===== src/rtl/dmcs_pkg.sv =====
package dmcs_pkg;
  localparam int unsigned ADDR_W = 7;
  localparam int unsigned DATA_W = 32;
  localparam logic [ADDR_W-1:0] ADDR_CTRL = 7'h10;
  localparam logic [ADDR_W-1:0] ADDR_STAT = 7'h11;

  localparam int unsigned CTRL_ACTIVE_BIT = 0;
  localparam int unsigned CTRL_NDMRST_BIT = 1;
  localparam int unsigned CTRL_HALTREQ_BIT = 31;
  localparam int unsigned STAT_ANYHALT_BIT = 8;
  localparam int unsigned STAT_ALLHALT_BIT = 9;
  localparam int unsigned STAT_ANYUNAV_BIT = 12;
  localparam int unsigned STAT_ALLUNAV_BIT = 13;

  typedef struct packed {
    logic active;
    logic haltreq;
    logic ndmreset;
  } ctrl_t;

  typedef enum logic [1:0] {
    SEL_NONE,
    SEL_CTRL,
    SEL_STAT
  } sel_e;
endpackage


===== src/rtl/dmcs_ctrl_reg.sv =====
module dmcs_ctrl_reg
  import dmcs_pkg::*;
(
  input  logic              clk_i,
  input  logic              rst_ni,
  input  logic              wr_i,
  input  logic [DATA_W-1:0] wdata_i,
  output ctrl_t             ctrl_o
);
  ctrl_t ctrl_q;

  always_ff @(posedge clk_i or negedge rst_ni) begin
    if (!rst_ni) begin
      ctrl_q <= '0;
    end else if (wr_i) begin
      ctrl_q.active <= wdata_i[CTRL_ACTIVE_BIT];
      // other fields only accepted when already active and staying active
      if (ctrl_q.active && wdata_i[CTRL_ACTIVE_BIT]) begin
        ctrl_q.haltreq  <= wdata_i[CTRL_HALTREQ_BIT];
        ctrl_q.ndmreset <= wdata_i[CTRL_NDMRST_BIT];
      end else begin
        ctrl_q.haltreq  <= 1'b0;
        ctrl_q.ndmreset <= 1'b0;
      end
    end
  end

  assign ctrl_o = ctrl_q;


  inactive_no_haltreq_chk: assert property (@(posedge clk_i) disable iff (!rst_ni)
    !ctrl_q.active |=> !ctrl_q.haltreq);

  deact_clears_chk: assert property (@(posedge clk_i) disable iff (!rst_ni)
    (wr_i && !wdata_i[CTRL_ACTIVE_BIT]) |=> (!ctrl_q.haltreq && !ctrl_q.ndmreset));
endmodule


===== src/rtl/dmcs_status.sv =====
module dmcs_status
  import dmcs_pkg::*;
#(
  parameter int unsigned VERSION = 2
) (
  input  logic              clk_i,
  input  logic              rst_ni,
  input  logic              active_i,
  input  logic              halted_set_i,
  input  logic              resume_i,
  input  logic              unavail_i,
  output logic              halted_o,
  output logic [DATA_W-1:0] status_o
);
  logic halted_q;

  always_ff @(posedge clk_i or negedge rst_ni) begin
    if (!rst_ni)           halted_q <= 1'b0;
    else if (!active_i)    halted_q <= 1'b0;
    else if (halted_set_i) halted_q <= 1'b1;
    else if (resume_i)     halted_q <= 1'b0;
  end

  always_comb begin
    status_o = '0;
    status_o[3:0] = 4'(VERSION);
    status_o[STAT_ANYHALT_BIT] = halted_q;
    status_o[STAT_ALLHALT_BIT] = halted_q;
    status_o[STAT_ANYUNAV_BIT] = unavail_i;
    status_o[STAT_ALLUNAV_BIT] = unavail_i;
  end

  assign halted_o = halted_q;


  halt_set_chk: assert property (@(posedge clk_i) disable iff (!rst_ni)
    (active_i && halted_set_i) |=> halted_q);

  resume_clr_chk: assert property (@(posedge clk_i) disable iff (!rst_ni)
    (resume_i && !halted_set_i) |=> !halted_q);
endmodule


===== src/rtl/dmcs_dmi_port.sv =====
module dmcs_dmi_port
  import dmcs_pkg::*;
(
  input  logic              clk_i,
  input  logic              rst_ni,
  input  logic              req_valid_i,
  input  logic              req_write_i,
  input  logic [ADDR_W-1:0] req_addr_i,
  input  ctrl_t             ctrl_i,
  input  logic [DATA_W-1:0] status_i,
  output logic              ctrl_wr_o,
  output logic              ext_wr_o,
  output logic              resp_valid_o,
  output logic [DATA_W-1:0] resp_rdata_o
);
  sel_e sel;
  logic [DATA_W-1:0] rdata;
  logic [DATA_W-1:0] ctrl_word;
  logic resp_valid_q;
  logic [DATA_W-1:0] resp_rdata_q;

  always_comb begin
    unique case (req_addr_i)
      ADDR_CTRL: sel = SEL_CTRL;
      ADDR_STAT: sel = SEL_STAT;
      default:   sel = SEL_NONE;
    endcase
  end

  always_comb begin
    ctrl_word = '0;
    ctrl_word[CTRL_ACTIVE_BIT]  = ctrl_i.active;
    ctrl_word[CTRL_NDMRST_BIT]  = ctrl_i.ndmreset;
    ctrl_word[CTRL_HALTREQ_BIT] = ctrl_i.haltreq;
  end

  always_comb begin
    unique case (sel)
      SEL_CTRL: rdata = ctrl_word;
      SEL_STAT: rdata = status_i;
      default:  rdata = '0;
    endcase
  end

  assign ctrl_wr_o = req_valid_i && req_write_i && (sel == SEL_CTRL);
  assign ext_wr_o  = req_valid_i && req_write_i && (sel == SEL_NONE);

  always_ff @(posedge clk_i or negedge rst_ni) begin
    if (!rst_ni) begin
      resp_valid_q <= 1'b0;
      resp_rdata_q <= '0;
    end else begin
      resp_valid_q <= req_valid_i;
      resp_rdata_q <= (req_valid_i && !req_write_i) ? rdata : '0;
    end
  end

  assign resp_valid_o = resp_valid_q;
  assign resp_rdata_o = resp_rdata_q;


  resp_next_cycle_chk: assert property (@(posedge clk_i) disable iff (!rst_ni)
    req_valid_i |=> resp_valid_o);

  no_spurious_resp_chk: assert property (@(posedge clk_i) disable iff (!rst_ni)
    !req_valid_i |=> !resp_valid_o);
endmodule


===== src/rtl/dmcs_top.sv =====
module dmcs_top
  import dmcs_pkg::*;
#(
  parameter int unsigned VERSION = 2
) (
  input  logic        clk_i,
  input  logic        rst_ni,
  input  logic        req_valid_i,
  input  logic        req_write_i,
  input  logic [6:0]  req_addr_i,
  input  logic [31:0] req_wdata_i,
  output logic        resp_valid_o,
  output logic [31:0] resp_rdata_o,
  output logic        resp_err_o,
  input  logic        unavail_i,
  input  logic        halted_set_i,
  input  logic        resume_i,
  output logic        dmactive_o,
  output logic        debug_req_o,
  output logic        ndmreset_o,
  output logic        regs_we_o
);
  ctrl_t ctrl;
  logic ctrl_wr, ext_wr, halted;
  logic [DATA_W-1:0] status;

  dmcs_dmi_port i_port (
    .clk_i, .rst_ni, .req_valid_i, .req_write_i, .req_addr_i,
    .ctrl_i(ctrl), .status_i(status),
    .ctrl_wr_o(ctrl_wr), .ext_wr_o(ext_wr),
    .resp_valid_o, .resp_rdata_o
  );

  dmcs_ctrl_reg i_ctrl (
    .clk_i, .rst_ni, .wr_i(ctrl_wr), .wdata_i(req_wdata_i), .ctrl_o(ctrl)
  );

  dmcs_status #(.VERSION(VERSION)) i_stat (
    .clk_i, .rst_ni, .active_i(ctrl.active), .halted_set_i, .resume_i,
    .unavail_i, .halted_o(halted), .status_o(status)
  );

  assign resp_err_o  = 1'b0;
  assign dmactive_o  = ctrl.active;
  assign debug_req_o = ctrl.haltreq;
  assign ndmreset_o  = ctrl.ndmreset;
  assign regs_we_o   = ext_wr && ctrl.active;


  req_needs_active_chk: assert property (@(posedge clk_i) disable iff (!rst_ni)
    debug_req_o |-> dmactive_o);

  ndm_needs_active_chk: assert property (@(posedge clk_i) disable iff (!rst_ni)
    ndmreset_o |-> dmactive_o);

  we_gated_chk: assert property (@(posedge clk_i) disable iff (!rst_ni)
    regs_we_o |-> (dmactive_o && req_valid_i && req_write_i));

  unavail_live_chk: assert property (@(posedge clk_i) disable iff (!rst_ni)
    (req_valid_i && !req_write_i && req_addr_i == ADDR_STAT)
      |=> (resp_rdata_o[STAT_ALLUNAV_BIT] == $past(unavail_i)));

  halted_held_chk: assert property (@(posedge clk_i) disable iff (!rst_ni)
    (ndmreset_o && !halted_set_i && !resume_i && !ctrl_wr) |=> $stable(halted));
endmodule


===== config.mk =====
export PLATFORM = sky130hd
export DESIGN_NAME = dmcs_top
export DESIGN_NICKNAME = d
export VERILOG_FILES = /design/src/rtl/dmcs_pkg.sv /design/src/rtl/dmcs_ctrl_reg.sv /design/src/rtl/dmcs_status.sv /design/src/rtl/dmcs_dmi_port.sv /design/src/rtl/dmcs_top.sv
export SDC_FILE = /design/constraint.sdc
export NUM_CORES = 1
export LEC_CHECK = 0
export ABC_AREA = 1
export BUFFER_PORTS_ARGS = -buffer_cell sky130_fd_sc_hd__buf_2
export CAP_MARGIN = 10
export CORE_ASPECT_RATIO = 0.75
export CORE_MARGIN = 1.5
export CORE_UTILIZATION = 37
export CTS_BUF_LIST = sky130_fd_sc_hd__clkbuf_8
export CTS_CLUSTER_SIZE = 16
export DETAILED_ROUTE_END_ITERATION = 8
export HOLD_SLACK_MARGIN = 0.06
export PLACE_DENSITY = 0.87
export SLEW_MARGIN = 20
export SYNTH_ARGS = -nofsm -noshare
export SYNTH_HDL_FRONTEND = slang
export SYNTH_SLANG_ARGS = --single-unit

===== constraint.sdc =====
create_clock -name clk_i -period 1.6 [get_ports clk_i]
set_clock_uncertainty 0.2 [all_clocks]
set_input_delay 0.16 -clock clk_i [delete_from_list [all_inputs] [get_ports clk_i]]
set_output_delay 0.16 -clock clk_i [all_outputs]
set_load 0.01 [all_outputs]

After elaboration in Yosys (flattened, before gate mapping)
Index checks and enable logic that the tools add are counted.
{"block": "op_classes", "n_bitwise": 0, "n_lt_le_gt_ge": 0, "eq_ne": 5, "addsub": 0, "n_reduce_logical": 8, "shifts": 0, "n_mul": 0, "div_mod_pow": 0, "muxes": 7}
{"cell": "one-hot mux 32 bit (2 select lines)", "count": 1}
{"cell": "2-to-1 mux 32 bit", "count": 1}
{"cell": "equality test 7 x 5 -> 1 bit (second input constant)", "count": 2}
{"cell": "logical AND 1 bit", "count": 6}
{"cell": "one-hot mux 2 bit (2 select lines)", "count": 1}
{"cell": "2-to-1 mux 1 bit", "count": 3}
{"cell": "!= test 3 bit (second input constant)", "count": 1}
{"cell": "equality test 2 x 1 -> 1 bit (second input constant)", "count": 1}
{"cell": "equality test 2 bit (second input constant)", "count": 1}
{"cell": "logical NOT 2 bit", "count": 1}
{"cell": "2-to-1 mux 2 bit", "count": 1}
{"cell": "logical NOT 1 bit", "count": 1}
{"block": "word_totals", "elab_cells": 26, "mem_bits_rw": 0, "latch_bits": 0, "n_memories": 0, "ff_bits": 37, "mem_bits_ro": 0, "out_inout_bits": 38}

Depth between registers and ports, before layout
{"block": "logic_depth", "ltp_word": 5, "mapped_depth": 9, "mapped_depth_nobuf": 9}

Cells and area by module
A second synthesis with hierarchy kept.
{"block": "unflattened", "cells_unflattened": 197, "hier_area_um2": 1799.2}
{"mod": "dmcs_dmi_port", "seq_area_each_um2": 825.8, "n_inst": 1, "area_per_inst_um2": 1361.3, "cells_each": 139}
{"mod": "dmcs_status", "seq_area_each_um2": 25.0, "n_inst": 1, "area_per_inst_um2": 296.5, "cells_each": 40}
{"mod": "dmcs_ctrl_reg", "seq_area_each_um2": 75.1, "n_inst": 1, "area_per_inst_um2": 122.6, "cells_each": 14}
{"mod": "dmcs_top", "seq_area_each_um2": 0.0, "n_inst": 1, "area_per_inst_um2": 18.8, "cells_each": 4}

Least setup slack after synthesis
OpenSTA, ideal clock, no wires.
{"block": "synth_path", "path_kind": "input-to-reg", "from": "in req_addr_i[1]", "to": "reg i_port.resp_rdata_q[1], in the netlist i_port.resp_rdata_o[1]", "setup_slack_ps": 391, "cell_stages": 7, "arrival_time_ps": 890, "cell_sequence": "inv_1 -> nand2_1 -> nor2_1 -> nand2_1 -> ha_1 -> nand3_1 -> nor2_1"}
{"block": "synth_between", "elab_chain_len": 5, "elab_cells_between_ends": 7, "cone_classes": "eq/ne: 4; mux: 3"}
{"item": "start: declaration", "line_no": "dmcs_top.sv:10", "text": "input logic [6:0] req_addr_i,"}
{"item": "equality test 7 x 5 -> 1 bit", "line_no": "dmcs_dmi_port.sv:23", "text": "unique case (req_addr_i)"}
{"item": "one-hot mux 2 bit (2 select lines) *", "line_no": "dmcs_dmi_port.sv:23"}
{"item": "equality test 2 bit / equality test 2 x 1 -> 1 bit (equally long branches)", "line_no": "dmcs_dmi_port.sv:38", "text": "unique case (sel)"}
{"item": "one-hot mux 32 bit (2 select lines) *", "line_no": "dmcs_dmi_port.sv:38"}
{"item": "2-to-1 mux 32 bit *", "line_no": "dmcs_dmi_port.sv:54", "text": "resp_rdata_q <= (req_valid_i && !req_write_i) ? rdata : '0;"}
{"item": "end signal: assignment", "line_no": "dmcs_dmi_port.sv:54"}
{"item": "end: declaration", "line_no": "dmcs_dmi_port.sv:20", "text": "logic [DATA_W-1:0] resp_rdata_q;"}
Every way passes the cells marked *; elsewhere a longest branch is shown, timed or not.
A chain may end at the register's enable or synchronous reset.

Final worst setup path
{"block": "layout_path", "from": "in req_valid_i", "to": "out regs_we_o"}
{"block": "layout_between", "elab_chain_len": 3}
{"item": "start: declaration", "line_no": "dmcs_top.sv:8", "text": "input logic req_valid_i,"}
{"item": "logical AND 1 bit (2 in a row)", "line_no": "dmcs_dmi_port.sv:46", "text": "assign ext_wr_o = req_valid_i && req_write_i && (sel == SEL_NONE);"}
{"item": "logical AND 1 bit", "line_no": "dmcs_top.sv:47", "text": "assign regs_we_o = ext_wr && ctrl.active;"}
{"item": "end: declaration", "line_no": "dmcs_top.sv:21", "text": "output logic regs_we_o"}
Every way passes these cells.

==> results by group <==
Clock tree
  • Clk pin slew, worst setup/hold paths: 0.05 ns
  • Buffer levels on the longest clock path: 2
  • Clock sink count: 10
  • CTS tree: built
  • Number of H-tree branching levels: 1
  • Number of buffers added by the clock tree synthesis step: 3
  • CTS Root Cell: sky130_fd_sc_hd__clkbuf_8
  • Source-to-sink clock delay at the later pin of the worst-skew pair: 0.24 ns
  • Post-CTS Setup Inserts: 0

Final layout
  • Top library cells by usage in the layout, fill and taps aside: sky130_fd_sc_hd__buf_2, sky130_fd_sc_hd__conb_1, sky130_fd_sc_hd__nand2_1, sky130_fd_sc_hd__nor2_1, sky130_fd_sc_hd__dfrtp_1
  • Ratio of cells with drive above 1 in the final layout: 0.2701
  • Most common library cell in the layout ignoring fill and taps: sky130_fd_sc_hd__buf_2
  • Sequential cell area: 250.2 sq um
  • Total area of multi-input combinational cells: 349.1 sq um
  • Number of inserted diodes: 0
  • Final std cells w/o fill: 159
  • Relative area change from synthesis to final layout: 27.40%
  • Filler Cells Inserted: 178
  • # nets final: 188

STA
  • Pins over their slew limit: 0
  • Setup repair after global routing missed its margin: no
  • Tcrit/Tclk final: 0.9574
  • Count of final hold-check violations: 0
  • Total setup violations reported at the end of the flow: 0
  • Sum of negative setup slack: 0 ns
  • Maximum clock rate: 652.8 MHz
  • Clock period minus worst slack: 1.532 ns

Global route
  • First-pass GRT wire length: 2387 um
  • Overall Global Routing Usage: 0.1453
  • Antenna violations before repair: 0
  • Maximum number of pins on one net before global-route repair: 11
  • Grt total ovfl: 0
  • Via count of the first global-routing pass: 588

Yosys
  • Count of synthesis-stage warnings from yosys: 0
  • Unique masters post-synth: 11
  • Synthesized area divided by synthesized cell count: 7.520 sq um
  • Synth Register Bits: 10
  • Share of synthesized area occupied by flip-flops and latches: 0.3361
  • Post-Syn Instances: 99
  • Post-synthesis cell area: 744.5 sq um

Drt
  • Total wire length after detailed routing: 1584 um
  • Met2 layer wire length in the routed design: 731 um
  • Uppermost metal layer occupied by signal nets: met4
  • Total number of vias: 659
  • Mean routed wirelength per cell: 9.962 um
  • Number of remaining DRC errors: 0
  • Detail-routed via count per cell: 4.145
  • Number of nets still failing antenna checks after routing: 0
  • Met1 wire length: 589 um
  • Starting DRC count in detailed routing: 11
  • Routed length on met3: 172 um
  • Detailed-router iteration count before antenna repair: 4

Min path
  • Kind of path behind the tightest hold check: primary input to async pin

Floorplanning
  • Std cell rows: 13
  • Die outline width: 54.80 um
  • Initial core utilization: 0.4123
  • Area enclosed by the die boundary: 2293 sq um
  • Std-Cell Core Area: 1805 sq um
  • Vertical die dimension: 41.85 um
  • IO Pins: 84

Worst setup path
  • Kind of start point of the critical path: primary input
  • Origin of the critical flop-to-flop path: i_ctrl.ctrl_o[2]$_DFFE_PN0P_
  • Longest individual stage delay on the worst path: 0.54 ns
  • Slowest cell on crit path: sky130_fd_sc_hd__dlygate4sd3_1
  • Depth of the worst register-to-register path: 4
  • CP Cell Sequence: dlygate4sd3_1 > buf_4 > nand2_2 > nor2_2 > buf_2
  • CP Launch Point: req_valid_i
  • CP Data Arrival Time: 1.17 ns
  • Critical Path Sink Type: primary output
  • Largest fanout on the critical path: 5
  • Worst path required time: 1.24 ns
  • Classification of the worst setup path: primary input to primary output

Place
  • I/O Buffers: 28
  • Final GP Congestion: 0.7403
  • Estimated wirelength of the detail-placed design: 1183 um
  • Placed insts: 146

Power
  • Worst vdd ir: 420.6 uV
  • Ratio of total power to cell area: 714.5 nW/um^2
  • P_leak: 0.5590 nW

Run status
  • Run status: completed

Flow run
  • Max capacitance violation total: 0
## cells in the mapped netlist
| master | count | area, sq um |
|---|---|---|
| sky130_fd_sc_hd__nand2_1 | 23 | 86.33 |
| sky130_fd_sc_hd__a21oi_1 | 1 | 5.000 |
| sky130_fd_sc_hd__conb_1 | 1 | 3.750 |
| sky130_fd_sc_hd__nand2_2 | 2 | 12.51 |
| sky130_fd_sc_hd__ha_1 | 4 | 50.05 |
| sky130_fd_sc_hd__nand3_1 | 5 | 25.02 |
| sky130_fd_sc_hd__nor2_4 | 1 | 11.26 |
| sky130_fd_sc_hd__nor2_1 | 15 | 56.30 |
| sky130_fd_sc_hd__buf_4 | 28 | 210.2 |
| sky130_fd_sc_hd__dfrtp_1 | 10 | 250.2 |
| sky130_fd_sc_hd__inv_1 | 9 | 33.78 |
## layout make-up
class / instances / share of cell area
inverter: 9 / 0.03562
clock buffer: 4 / 0.05805
multi-input combinational: 77 / 0.3681
tap: 22 / 0.02902
timing repair buffer: 37 / 0.2454
sequential: 10 / 0.2639
## state kept, by name, indices dropped and copies added (netlist names)
name,count
i_port.resp_rdata_o,5
i_stat.halted_o,1
i_ctrl.ctrl_o,3
i_port.resp_valid_o,1
## cell families after synthesis
family / count (synthesis) / share of synthesized area
and+or+nand+nor: 46 / 0.2571
other: 1 / 0.005037
buffers and inverters: 37 / 0.3277
adders and majority gates: 4 / 0.06723
DFF: 10 / 0.3361
AOI/OAI and AO/OA: 1 / 0.006716
## worst max-delay path, delay by kind of cell
family                 cells  cell delay [ns]
and+or+nand+nor            2             0.20
buffers and inverters      3             0.82
## metal layers
metal	track usage	up-vias
met5	0	-
met2	0.2524	53
met3	0.04317	12
met4	0.1000	0
li1	-	320
met1	0.1404	274
## power breakdown
part / switching [mW] / total [mW] / internal [mW] / leakage [nW]
Combinational: 0.0639 / 0.102 / 0.0382 / 0.393
Sequential: 0.00298 / 0.260 / 0.257 / 0.137
Clock: 0.0995 / 0.316 / 0.216 / 0.0288
## through the flow
stage | utilization | hold WS [ns] | setup WS [ns] | area, sq um | power [mW]
after floorplan | - | -0.3356 | 0.3907 | 838.3 | 0.3564
after global placement | 0.4407 | -0.1805 | 0.2181 | 795.8 | 0.3402
after detailed placement | 0.4407 | -0.1698 | 0.1376 | 795.8 | 0.3439
after CTS | 0.5211 | 0.1088 | 0.02617 | 940.9 | 0.6784
after global routing | 0.5253 | 0.1556 | 0.01638 | 948.4 | 0.7100
final | 0.5253 | 0.1167 | 0.06822 | 948.4 | 0.6776
## what timing repair did
| item | 4_1_cts | 5_1_grt |
|---|---|---|
| setup endpoints to repair | 0 | 2 |
| hold buffers | 9 | 1 |
| hold endpoints to repair | 17 | 1 |
| gates resized for setup | 0 | 3 |
## path summary, 6_finish.rpt
check	endpoint	slack (ns)
setup / recovery	regs_we_o	0.07
hold / removal	i_port.resp_valid_o$_DFF_PN0_	0.12
setup reg to reg	i_ctrl.ctrl_o[0]$_DFFE_PN0P_	0.61
hold reg to reg	i_port.resp_rdata_o[9]$_DFF_PN0_	0.30
max in group asynchronous	i_ctrl.ctrl_o[2]$_DFFE_PN0P_	0.89
min in group clk_i	i_port.resp_rdata_o[9]$_DFF_PN0_	0.30
No activity file was read; power rests on OpenSTA's default activity.
